## src/rtl/sinc_decim.sv

```systemverilog
module sinc_decim #(
  parameter int OSR_W = 5,
  parameter int OUT_W = 16,
  parameter int ACC_W = 27,
  parameter int CNT_W = 8
) (
  input  logic                    clk,
  input  logic                    rst_n,
  input  logic                    en,
  input  logic                    in_valid,
  input  logic                    in_bit,
  input  logic [OSR_W-1:0]        osr_m1,
  input  logic [2:0]              order_sel,
  output logic                    out_valid,
  output logic signed [OUT_W-1:0] out_data
);

  localparam int STG = 5;
  localparam logic signed [ACC_W-1:0] SMAX = ACC_W'((64'sd1 <<< (OUT_W-1)) - 64'sd1);
  localparam logic signed [ACC_W-1:0] SMIN = ~SMAX;
  localparam logic signed [OUT_W-1:0] OMAX = {1'b0, {(OUT_W-1){1'b1}}};
  localparam logic signed [OUT_W-1:0] OMIN = {1'b1, {(OUT_W-1){1'b0}}};

  logic bypass, fast;
  logic [2:0] ord;
  logic [OSR_W:0] fosr, rem0, rem1, rem2, rem3;
  logic [CNT_W-1:0] settle, cnt, cnt_next;
  logic [OSR_W-1:0] phase, phase_next;
  logic take, decim, emit;

  assign bypass = (osr_m1 == '0);
  assign fast   = (order_sel == 3'd0);
  assign ord    = fast ? 3'd2 : (order_sel > 3'd5 ? 3'd5 : order_sel);
  assign fosr   = {1'b0, osr_m1} + 1'b1;

  assign settle = fast ? (CNT_W'(fosr) << 2) + CNT_W'(3)
                       : CNT_W'(fosr) * CNT_W'(ord) + CNT_W'(ord) + CNT_W'(1);

  // decimation phase aligned so that the settle sample is a decimation point
  assign rem0 = fast ? (OSR_W+1)'(3) : (OSR_W+1)'(ord) + 1'b1;
  assign rem1 = (rem0 >= fosr) ? rem0 - fosr : rem0;
  assign rem2 = (rem1 >= fosr) ? rem1 - fosr : rem1;
  assign rem3 = (rem2 >= fosr) ? rem2 - fosr : rem2;

  assign take       = en && in_valid;
  assign phase_next = (phase == osr_m1) ? '0 : phase + 1'b1;
  assign cnt_next   = (cnt == '1) ? cnt : cnt + 1'b1;
  assign decim      = take && !bypass && ({1'b0, phase_next} == rem3);
  assign emit       = decim && (cnt_next >= settle);

  logic signed [ACC_W-1:0] x;
  logic signed [ACC_W-1:0] integ [STG];
  logic signed [ACC_W-1:0] inx   [STG];
  logic signed [ACC_W-1:0] d1    [STG];
  logic signed [ACC_W-1:0] d2    [STG];
  logic signed [ACC_W-1:0] cmb   [STG+1];
  logic signed [ACC_W-1:0] res;
  logic signed [OUT_W-1:0] sat;

  assign x = in_bit ? {{(ACC_W-1){1'b0}}, 1'b1} : {ACC_W{1'b1}};

  always_comb begin
    inx[0] = integ[0] + x;
    for (int k = 1; k < STG; k++) inx[k] = integ[k] + inx[k-1];
    cmb[0] = inx[ord - 3'd1];
    for (int k = 1; k <= STG; k++) cmb[k] = cmb[k-1] - (fast ? d2[k-1] : d1[k-1]);
    res = cmb[ord];
  end

  assign sat = (res > SMAX) ? OMAX : (res < SMIN) ? OMIN : res[OUT_W-1:0];

  always_ff @(posedge clk or negedge rst_n) begin
    if (!rst_n) begin
      cnt <= '0;
      phase <= '0;
      out_valid <= 1'b0;
      out_data <= '0;
      for (int k = 0; k < STG; k++) begin
        integ[k] <= '0; d1[k] <= '0; d2[k] <= '0;
      end
    end else if (!en) begin
      cnt <= '0;
      phase <= '0;
      out_valid <= 1'b0;
      out_data <= '0;
      for (int k = 0; k < STG; k++) begin
        integ[k] <= '0; d1[k] <= '0; d2[k] <= '0;
      end
    end else begin
      out_valid <= take && (bypass || emit);
      if (take && bypass) out_data <= in_bit ? OUT_W'(1) : {OUT_W{1'b1}};
      else if (emit) out_data <= sat;
      if (take && !bypass) begin
        cnt <= cnt_next;
        phase <= phase_next;
        for (int k = 0; k < STG; k++) integ[k] <= inx[k];
      end
      if (decim) begin
        for (int k = 0; k < STG; k++) begin
          d1[k] <= cmb[k];
          d2[k] <= d1[k];
        end
      end
    end
  end

  assert_quiet_when_off_R1: assert property (@(posedge clk) disable iff (!rst_n)
    !en |=> (!out_valid && out_data == '0));

  assert_pulse_needs_sample_R10: assert property (@(posedge clk) disable iff (!rst_n)
    out_valid |-> ($past(in_valid) && $past(en)));

  assert_no_early_result_R4: assert property (@(posedge clk) disable iff (!rst_n)
    (out_valid && !$past(bypass)) |-> ($past(cnt_next) >= $past(settle)));

  assert_bypass_unit_R8: assert property (@(posedge clk) disable iff (!rst_n)
    (out_valid && $past(bypass)) |-> (out_data == OUT_W'(1) || out_data == {OUT_W{1'b1}}));

  assert_restart_clears_R9: assert property (@(posedge clk) disable iff (!rst_n)
    !en |=> (cnt == '0 && phase == '0));

endmodule

```

## config.mk

```make
export PLATFORM = sky130hd
export DESIGN_NAME = sinc_decim
export DESIGN_NICKNAME = d
export VERILOG_FILES = /design/src/rtl/sinc_decim.sv
export SDC_FILE = /design/constraint.sdc
export NUM_CORES = 1
export LEC_CHECK = 0
export BUFFER_PORTS_ARGS = -buffer_cell sky130_fd_sc_hd__buf_2
export CORE_ASPECT_RATIO = 1.25
export CORE_MARGIN = 2
export CORE_UTILIZATION = 50
export DETAILED_ROUTE_END_ITERATION = 10
export PLACE_DENSITY = 0.68
export SYNTH_ARGS = -nofsm -noshare
export SYNTH_HDL_FRONTEND = slang
export SYNTH_SLANG_ARGS = --single-unit
```

## constraint.sdc

```tcl
create_clock -name clk -period 22.7 [get_ports clk]
set_input_delay 3.405 -clock clk [delete_from_list [all_inputs] [get_ports clk]]
set_output_delay 3.405 -clock clk [all_outputs]
set_load 0.01 [all_outputs]
```

# [Yosys cells after proc, flatten, opt, wreduce, memory -nomap -nowiden]
# Cells that the tools add are included.
[op_classes] n_addsub=21 multipliers=1 order_cmp=9 n_eq_ne=6 mux=38 n_bitwise=2 reduce_logical=10
[op_table] cell="$mux W135" count=6
[op_table] cell="$mux W27" count=10
[op_table] cell="$bmux W27 S3" count=2
[op_table] cell="$add A27 B27 Y27" count=5
[op_table] cell="$sub A27 B27 Y27" count=5
[op_table] cell="$mux W16" count=6
[op_table] cell="$mux W8" count=4
[op_table] cell="$gt A27 B16 Y1 const B" count=1
[op_table] cell="$lt A27 B16 Y1 const B" count=1
[op_table] cell="$mux W6" count=3
[op_table] cell="$add A8 B1 Y8 const B" count=2
[op_table] cell="$mux W5" count=3
[op_table] cell="$ge A6 B6 Y1" count=2
[op_table] cell="$sub A6 B6 Y6" count=2
[op_table] cell="$add A8 B2 Y8 const B" count=1
[op_table] cell="$add A8 B3 Y8" count=1
[op_table] cell="$eq A8 B8 Y1 const B" count=1
[op_table] cell="$ge A4 B4 Y1 const B" count=2
[op_table] cell="$ge A8 B8 Y1" count=1
[op_table] cell="$mul A6 B3 Y8" count=1
[op_table] cell="$not A3 Y4" count=2
[op_table] cell="$add A5 B1 Y6 const B" count=1
[op_table] cell="$eq A5 B6 Y1" count=1
[op_table] cell="$ge A4 B6 Y1" count=1
[op_table] cell="16 further kinds" count=23
[totals] register_bits=435 input_bits=13

# [Logic depth before layout (Yosys ltp)]
[depth] depth_word=23 ltp_mapped=82 depth_no_buf=80

# [Least setup slack after synthesis]
# Ideal clock, no wire load.
[synth_path] path_kind="input to register" startpoint="input in_bit" endpoint="register out_data[1]" setup_time_ns=0.126 t_arrival_ns=17.556 t_required_ns=22.574 setup_slack_ns=5.018 stages=74 path_buffers=3 path_cell_list="inv_1 -> ha_1 -> a21o_1 -> a21oi_1 -> xnor2_1 -> inv_1 -> ha_1 -> o21a_1 -> o31ai_2 -> nand2b_1 -> a21o_1 -> a21o_1 -> a21oi_1 -> xor2_1 -> inv_1 -> ha_1 -> and3_1 -> a21oi_1 -> (+38 left out) -> a21o_1 -> a31oi_1 -> xnor2_1 -> ha_1 -> a21o_1 -> a21o_1 -> a21o_1 -> a31o_2 -> a21oi_1 -> o21bai_1 -> xor2_1 -> o22ai_1 -> a2111oi_0 -> or4b_1 -> nor4b_1 -> a211oi_4 -> buf_6 -> a221o_1"
[synth_between] elab_chain_cells=23
[synth_lines] item="start, declared" line="11" source="input logic in_bit,"
[synth_lines] item="$mux W27" line="60" source="assign x = in_bit ? {{(ACC_W-1){1'b0}}, 1'b1} : {ACC_W{1'b1}};"
[synth_lines] item="$add A27 B27 Y27" line="63" source="inx[0] = integ[0] + x;"
[synth_lines] item="$add A27 B27 Y27 (4 in a row)" line="64" source="for (int k = 1; k < STG; k++) inx[k] = integ[k] + inx[k-1];"
[synth_lines] item="$bmux W27 S3" line="65" source="cmb[0] = inx[ord - 3'd1];"
[synth_lines] item="$mux W27 (not written as such) (2 in a row)" line="65"
[synth_lines] item="$sub A27 B27 Y27 (5 in a row)" line="66" source="for (int k = 1; k <= STG; k++) cmb[k] = cmb[k-1] - (fast ? d2[k-1] : d1[k-1]);"
[synth_lines] item="$bmux W27 S3" line="67" source="res = cmb[ord];"
[synth_lines] item="$mux W27 (not written as such) (2 in a row)" line="67"
[synth_lines] item="$lt A27 B16 Y1" line="70" source="assign sat = (res > SMAX) ? OMAX : (res < SMIN) ? OMIN : res[OUT_W-1:0];"
[synth_lines] item="$mux W16 (2 in a row)" line="70"
[synth_lines] item="$mux W16" line="92" source="else if (emit) out_data <= sat;"
[synth_lines] item="$mux W16 *" line="91" source="if (take && bypass) out_data <= in_bit ? OUT_W'(1) : {OUT_W{1'b1}};"
[synth_lines] item="$mux W16 *" line="81" source="end else if (!en) begin"
[synth_lines] item="end signal, assigned" line="91"
[synth_lines] item="end signal, assigned" line="92"
[synth_lines] item="end, declared" line="15" source="output logic signed [OUT_W-1:0] out_data"
# Mark *: on every way between the ends. The rest lies on a longest branch, timed or not. The select of a mux whose other input is x is not followed.
# A chain may end at the register's enable or synchronous reset.

# [Worst setup path in the final report]
[layout_path] startpoint="input in_bit" endpoint="register out_data[8]"
# The elaborated chain is that of the path after synthesis.

==> metrics.md <==
| Metric | Value |
|---|---|
| CTS resizes | `0` |
| CP Capture Type | `flip-flop` |
| Async SR Flop Fraction | `1.00` |
| Initial antenna violation count | `2` |
| Crit-path most repeated cell | `ha_1` |
| CTS tree | `done` |
| Synth Instances | `~4300` |
| Slew HR | `0.245` |
| Slew Limit Fails | `0` |
| Synthesis Warnings | `0` |
| Ports | `30` |
| Outcome | `finished clean` |
| CP Buf/Inv Count | `6` |
| Setup bufs post-CTS | `0` |
| Synth area leaders | `dfrtp_1 31%, ha_1 11%, nand2_1 8.9%, nand3_1 6.7%, mux2i_1 4.1%` |
| Skew final | `0.0280 ns` |
| Top cells by count, synth | `829 x nand2_1, 468 x nand3_1, 435 x dfrtp_1, 311 x ha_1, 266 x o21ai_0` |
| Die height | `300 microns` |
| Post-Syn Area | `about 0.035 sq mm` |
| Num CTS Buffers | `about 50` |
| WS Path Type | `in2reg` |
| Fill count | `approximately 6600` |
| IO Port Bufs | `29` |
| Via count | `just over 30000` |
| GRT Overall Usage | `0.261` |
| Core Box Area | `between 0.06 and 0.07 sq mm` |
| Full die area | `0.0722 sq mm` |
| CTS Hold Bufs | `0` |
| FMAX | `49.5 MHz` |
| Clock slew at reported path FFs | `0.06 ns` |
| Startpoint type of the worst setup path | `primary input` |
| Tmin final | `20.20 ns` |
| Data arrival, critical path | `20.70 ns` |
| Flip-flop and latch area | `0.0109 sq mm` |
| Setup TNS | `0 ns` |
| Post-route ant nets | `0` |
| Global-route wire length before repair | `between 150000 and 200000 microns` |
| Inst Count DP | `just over 5000` |
| Data required time at the worst endpoint | `roughly 23 ns` |
| DP HPWL | `66300 microns` |
| Share of cells above drive strength 1 | `0.0506` |
| Post-synth EDFFs | `0` |
| Area growth from synthesis to layout | `7.40%` |
| Finished Layout Cells | `5204` |
| CP top delay family | `compound AO/OA/AOI/OAI gates` |
| Ys flop type | `dfrtp_1` |
| Worst min-delay path category | `reg2reg` |
| Grt ovf | `0` |
| Via/cell ratio | `just under 6` |
| FP Rows | `roughly 110` |
| Vias in the first global route | `29931` |
| Initial core utilization | `0.504` |
| Max incr delay on CP | `0.94 ns` |
| Footprint of the multi-input gates | `0.0228 sq mm` |
| Final hold vios | `0` |
| Slowest CP cell | `a2111oi_0` |
| RSZ-0062 raised after global routing | `no` |
| Slew @ Worst Pin | `~1.1 ns` |
| Synthesized net count | `4661` |
| H-tree lvl count | `2` |
| Gp weighted congestion | `0.940` |
| Post-synthesis sequential area ratio | `0.311` |
| CTS Sinks | `between 400 and 500` |
| Top cell type by total area after synthesis | `dfrtp_1` |
| Endpoints failing setup | `0` |
| Max Fanout on Critical Path | `14` |
| Max-Cap Viols | `0` |
| First-pass iteration count of the detailed router | `5` |
| Layout Nets | `about 4600` |
| Die X | `241 microns` |
| Largest net degree at the start of global routing | `around 220` |
| DRT Wirelength | `94800 microns` |
| DRC | `0` |
| Top-count cell post-synth | `nand2_1` |
| DRT iter0 DRCs | `2002` |
| WL/cell | `18.2 microns` |
| Synth Area per Inst | `between 8 and 9 sq um` |
| Clock Tree Buf Depth | `3` |
| Yosys top cell area share | `0.311` |
| Synth cell types | `98` |
| Yosys reg bits | `435` |
| Period utilization | `0.890` |
| Worst-skew pair later-pin latency | `0.62 ns` |
| Root buf cell | `clkbuf_16` |
logic make-up (layout without fill, tap and decap cells):
group	Yosys count	count (layout)	share of synthesized area
AND/OR/NAND/NOR	1741	1741	0.223
other	1	2	0.000107
XOR/XNOR	275	275	0.0703
flip-flops	435	435	0.311
multiplexers	166	166	0.0518
adder cells (fa/ha/maj)	332	332	0.123
AO/OA/AOI/OAI	991	991	0.181
buffers and inverters	376	327	0.0407
final cells by class:
| cell class | count | area share |
|---|---|---|
| multi-input cells | 3506 | 0.605 |
| flip-flops and latches | 435 | 0.289 |
| clock buffers | 70 | 0.0383 |
| well taps | 935 | 0.0311 |
| inverters | 169 | 0.0169 |
| repair buffers | 65 | 0.0126 |
| clock inverters | 23 | 0.00652 |
| diodes | 1 | 0.0000665 |
metal layers:
metal  share of wire  global-route usage  up-vias
met5         0.00015                   0        -
met2            0.48               0.447      773
met3           0.047              0.0281      181
met1            0.44               0.345    14706
li1                -                   -    15087
met4           0.033              0.0860        2
registers in the layout (all words and copies together), names as in the netlist:
| name | flops |
|---|---|
| cnt | 8 |
| d1 | 135 |
| d2 | 135 |
| out_data | 16 |
| integ | 135 |
| phase | 5 |
| out_valid | 1 |
cell usage in the layout (no fill, tap or decap), types with 9 or more instances in the layout:
cell       instances
a221o_1           17
nor2_1           179
or2_2              9
clkbuf_1          12
and2_1            19
o21ai_0          266
buf_4             33
mux2_2            12
o21bai_1          33
o211ai_1          23
mux4_2            10
clkinv_2          12
o31ai_1           26
nand4_1           18
inv_1            167
o22ai_1           22
dfrtp_1          435
fa_1              20
nand2b_1          51
xnor2_1          160
a211o_1           13
and3_1            28
nand2_1          828
nand3_1          468
a21o_1           119
mux2i_1          143
buf_2             27
o31a_1            10
or3_1             16
a211oi_1          17
a31oi_1           24
nor2b_1           32
clkbuf_16         53
a21oi_1          259
o21a_1            38
ha_1             311
nor3_1            47
xor2_1           109
worst min-delay path: cells and delay by family (launching register included):
kind	cells	cell delay, ns
flip-flops	1	0.36
AND/OR/NAND/NOR	2	0.11
final timing paths:
check	start	endpoint	slack (ns)	depth (start not counted)
max in group asynchronous	rst_n	d1[127]	17.59	3
worst min register to register	d1[109]	d2[109]	0.48	2
min in group asynchronous	rst_n	d2[25]	2.79	1
worst max register to register	integ[108]	out_data[8]	5.38	71
worst min-delay path	d1[109]	d2[109]	0.48	2
worst max-delay path	in_bit	out_data[8]	2.50	71
per-stage QoR:
| step | instance area (sq um) | utilization | hold WS, ns | setup slack, ns |
|---|---|---|---|---|
| after floorplan | 35000 | - | 0.452 | 5.02 |
| after global placement | 35900 | 0.517 | 0.470 | 2.11 |
| after detailed placement | 35900 | 0.517 | 0.479 | 2.13 |
| after CTS | 37600 | 0.542 | 0.481 | 2.68 |
| after global routing | 37600 | 0.542 | 0.502 | 1.53 |
| final | 37600 | 0.542 | 0.479 | 2.50 |
Power is not shown: default switching activity piles up to over one toggle a cycle in this logic, so the estimate is an artifact.
